===== config.mk =====
export PLATFORM = sky130hd
export DESIGN_NAME = dec_chain_counter
export DESIGN_NICKNAME = d
export VERILOG_FILES = /design/src/rtl/dec_counter_pkg.sv /design/src/rtl/dec_digit_stage.sv /design/src/rtl/dec_carry_chain.sv /design/src/rtl/dec_chain_counter.sv
export SDC_FILE = /design/constraint.sdc
export NUM_CORES = 1
export LEC_CHECK = 0
export CAP_MARGIN = 25
export CORE_AREA = 2 2 39 41
export CTS_CLUSTER_DIAMETER = 30
export DETAILED_ROUTE_END_ITERATION = 8
export DIE_AREA = 0 0 41 43
export PLACE_DENSITY = 0.68
export SYNTH_ARGS = -nofsm -noshare
export SYNTH_HDL_FRONTEND = slang
export SYNTH_SLANG_ARGS = --single-unit

===== constraint.sdc =====
create_clock -name clk -period 3.12 [get_ports clk]
set_input_delay 0.624 -clock clk [delete_from_list [all_inputs] [get_ports clk]]
set_output_delay 0.624 -clock clk [all_outputs]
set_load 0.01 [all_outputs]

===== src/rtl/dec_counter_pkg.sv =====
package dec_counter_pkg;
  localparam int DIGIT_W = 4;
  typedef logic [DIGIT_W-1:0] digit_t;
  localparam digit_t DIGIT_MAX = 4'd9;
endpackage


===== src/rtl/dec_digit_stage.sv =====
module dec_digit_stage
  import dec_counter_pkg::*;
(
  input  logic   clk,
  input  logic   rst,
  input  logic   step_i,
  output digit_t digit_o,
  output logic   at_nine_o
);
  digit_t q;
  digit_t tgl;

  // toggle terms per bit weight
  always_comb begin
    tgl[0] = 1'b1;
    tgl[1] = ~q[3] & q[0];
    tgl[2] = q[1] & q[0];
    tgl[3] = (q[3] & q[0]) | (q[2] & q[1] & q[0]);
  end

  always_ff @(posedge clk) begin
    if (rst) q <= '0;
    else if (step_i) q <= q ^ tgl;
  end

  assign digit_o   = q;
  assign at_nine_o = q[3] & q[0];

  a_r8_digit_legal: assert property (@(posedge clk) disable iff (rst)
    q <= DIGIT_MAX);
  a_r2_hold: assert property (@(posedge clk) disable iff (rst)
    !step_i |=> $stable(q));
  a_r3_wrap_digit: assert property (@(posedge clk) disable iff (rst)
    (step_i && q == DIGIT_MAX) |=> q == '0);
  a_r3_step_digit: assert property (@(posedge clk) disable iff (rst)
    (step_i && q < DIGIT_MAX) |=> q == $past(q) + 4'd1);
endmodule


===== src/rtl/dec_carry_chain.sv =====
module dec_carry_chain #(
  parameter int N_DIG = 3
) (
  input  logic             en_i,
  input  logic [N_DIG-1:0] nine_i,
  output logic [N_DIG-1:0] step_o,
  output logic             wrap_o
);
  logic [N_DIG:0] chain;
  assign chain[0] = en_i;
  for (genvar g = 0; g < N_DIG; g++) begin : g_link
    assign step_o[g]  = chain[g];
    assign chain[g+1] = chain[g] & nine_i[g];
  end
  assign wrap_o = chain[N_DIG];
endmodule


===== src/rtl/dec_chain_counter.sv =====
module dec_chain_counter
  import dec_counter_pkg::*;
#(
  parameter int N_DIG = 3,
  localparam int VW = N_DIG * DIGIT_W
) (
  input  logic          clk,
  input  logic          rst,
  input  logic          count_en,
  output logic [VW-1:0] digits_o,
  output logic          wrap_o
);
  logic [N_DIG-1:0] nine;
  logic [N_DIG-1:0] step;

  dec_carry_chain #(.N_DIG(N_DIG)) u_chain (
    .en_i   (count_en),
    .nine_i (nine),
    .step_o (step),
    .wrap_o (wrap_o)
  );

  for (genvar g = 0; g < N_DIG; g++) begin : g_dig
    digit_t d;
    dec_digit_stage u_stage (
      .clk      (clk),
      .rst      (rst),
      .step_i   (step[g]),
      .digit_o  (d),
      .at_nine_o(nine[g])
    );
    assign digits_o[g*DIGIT_W +: DIGIT_W] = d;
  end

  a_r1_reset: assert property (@(posedge clk)
    rst |=> digits_o == '0);
  a_r7_rollover: assert property (@(posedge clk) disable iff (rst)
    wrap_o |=> digits_o == '0);
  a_r6_wrap_needs_en: assert property (@(posedge clk) disable iff (rst)
    wrap_o |-> count_en);
endmodule


==> results.yml <==
worst_setup_path:
  cp.depth: 4
  r2r_end: "g_dig[2].u_stage.digit_o[1]"
  slowest_delay_ns: 0.59
  crit_type: "input pin to primary output"
  regToRegSetupSlack_ns: 1.61
  cpMostUsedCell: "clkdlybuf4s50_1"
  crit_chain: "clkdlybuf4s50_1 -> nand4_2 -> nor3_1 -> clkdlybuf4s50_1"
  start_kind: "input pin"
  r2r-start: "g_dig[0].u_stage.digit_o[0]"
  critPathTopFamily: "buffers and inverters"
  cp_data_arrival_time_ns: 2.12
  crit_required_ns: 2.50
  path_max_fanout: 6
  cpMaxStageDelayCell: "clkdlybuf4s50_1"
  critPathCaptureType: "primary output"
  critical_path.startpoint: "count_en"
  r2r_cells: 4
  cp.buffers_inverters: 2
drt:
  vias: 464
  drt_drc_violations_left: 0
  first_iter_violations: 10
  via_per_inst: 4.99
  drt-wirelength-per-cell_um: 10.5
  wl_um: 980
  ant_nets: 0
  dr.pass1.iters: 4
clock_network:
  clk_pin_slew_worst_paths_ns: 0.07
  cts-resized-gates: 0
  cts_made_buffers: 3
  htreeDepth: 1
  cts_tree: "yes"
  ctsHoldBuffers: 0
  cts_buffer_depth: 2
  post_cts_buffers: 0
  clk_latency_ns: 0.26
  cts-root-buf: "clkbuf_4"
  cts_sinks: 12
pwr:
  switching_share_pct: 20.9
  p_int_uw: 236
  p_comb_share_pct: 6.1
  leakage_uw: 0.000245
  ir_drop_uv: 238
  power.switching_uw: 62.4
  pwr_density_cell_nw_per_um2: 418
  p_seq_share_pct: 53.5
  p_clk_share_pct: 40.5
cells_and_area:
  n_antenna_cell: 0
  fillers: 138
  largest_reg_flops: 12
  final_common_cell: "clkdlybuf4s50_1"
  syn_to_final_growth_pct: 39.6
  layout.cells.most_common_list: "clkdlybuf4s50_1, dfxtp_1, a21oi_1"
  drive_above_1_share_pct: 13.0
  fin_nets: 81
sta:
  fin_worst_skew_ns: 0.000479
  rsz0062_at_grt: "no"
  post-route-period-util_pct: 88.0
  slew_violations: 0
  tns_ns: 0
  setup_viol: 0
  hold_viol_final: 0
  worst_pin_slew_ns: 0.443
  max_freq_mhz: 364
  holdWs_ns: 0.511
  period_minus_slack_ns: 2.75
  relSlewSlack_pct: 70.4
global_route:
  grt_first_pass_wirelength_mm: 1.56
  antenna_found_initial: 0
  grtUsageTotal_pct: 12.8
  grt_max_degree: 15
  grt.overflow.total: 0
  grt_pass1_vias: 398
placed_design:
  place.gp.congestion: 0.621
  dp_hpwl_um: 666
  io_buffers: 15
min_path:
  whs_path_depth: 2
  hold_start: "g_dig[1].u_stage.digit_o[2]"
  hold_end: "g_dig[1].u_stage.digit_o[2]"
  worst_hold_path_type: "flip-flop to flip-flop"
floorplan:
  rows: 14
  initial_core_util_pct: 37.0
  design.die.area_um2: 1760
  ios: 16
  coreArea_um2: 1380
  die_y_um: 43
  die_w_um: 41
synth:
  synth_top_cell_area_share_pct: 46.9
  synth_cell_types: 21
  synth_cells: 59
  ys_seq_area_share_pct: 46.9
  yosysWarnings: 0
  avgSynthCellArea_um2: 8.67
  synth-seq-cells: 12
  synth.net_count: 62
  syn_area_um2: 512
  synth_area_leaders: "dfxtp_1, a21oi_1, xor2_1, o21ai_0, or3_2"
  synth_top_area_cell: "dfxtp_1"
job:
  maxCapViolCount: 0
status:
  status: "finished, final reports clean"
## tightest hold or removal path, stage by stage, from the launching register on
cell	delay, ns
dfxtp_1	0.33
o21ai_0	0.07
a21oi_1	0.06
## how the worst max path moves through the flow
stage / to / slack [ns]
2_1_floorplan: wrap_o / 1.28
3_3_place_gp: wrap_o / 0.40
3_5_place_dp: wrap_o / 0.38
4_1_cts: wrap_o / 0.38
5_1_grt: wrap_o / 0.29
6_report: wrap_o / 0.37
## routing by layer
metal	track usage (%)	wire (µm)
met1	18.6	492
met2	17.2	420
met3	4.71	66
met4	4.00	0
met5	0	0
## logic make-up after synthesis
kind of cell / count (synthesis) / synth area share [%]
AND/OR/NAND/NOR: 22 / 25.2
AO/OA/AOI/OAI: 14 / 15.2
flip-flops: 12 / 46.9
buffers and inverters: 7 / 5.87
XOR/XNOR: 4 / 6.85
## cells in the mapped netlist
master and count:
a21oi_1 7, a32o_1 1, and3_1 1, buf_4 1, clkbuf_1 1, dfxtp_1 12, inv_1 5, nand2_1 3
nand3_1 3, nand3b_1 1, nand4_2 1, nor2_1 5, nor3_1 1, o21ai_0 5, o31ai_1 1, or3_1 1
or3_2 3, or3b_2 1, or4_1 2, xnor2_1 1, xor2_1 3
## power by group through the flow
stage,clock (µW),sequential [µW],combinational (µW)
floorplan,0,164,7.00
global placement,0,163,18.1
detailed placement,0,163,18.4
CTS,126,160,18.5
global route,134,160,20.3
finish,121,160,18.2
## through the flow
stage | total power [µW] | setup WS, ns | cell area (µm²) | util [%] | cells
finish | 299 | 0.375 | 714 | 51.6 | 93
global route | 314 | 0.293 | 714 | 51.6 | 93
CTS | 304 | 0.380 | 714 | 51.6 | 93
detailed placement | 182 | 0.379 | 678 | 49.0 | 89
global placement | 181 | 0.397 | 678 | 49.0 | 89
floorplan | 171 | 1.28 | 512 | - | 59
## final cells by class
class	instances	area [µm²]	area share [%]
clock buffers	4	36.3	5.08
flip-flops and latches	12	240	33.6
multi-input cells	40	241	33.8
well taps	16	20.0	2.80
inverters	5	18.8	2.63
repair buffers	16	158	22.1
Note: power is estimated with default switching activity, not from simulation.
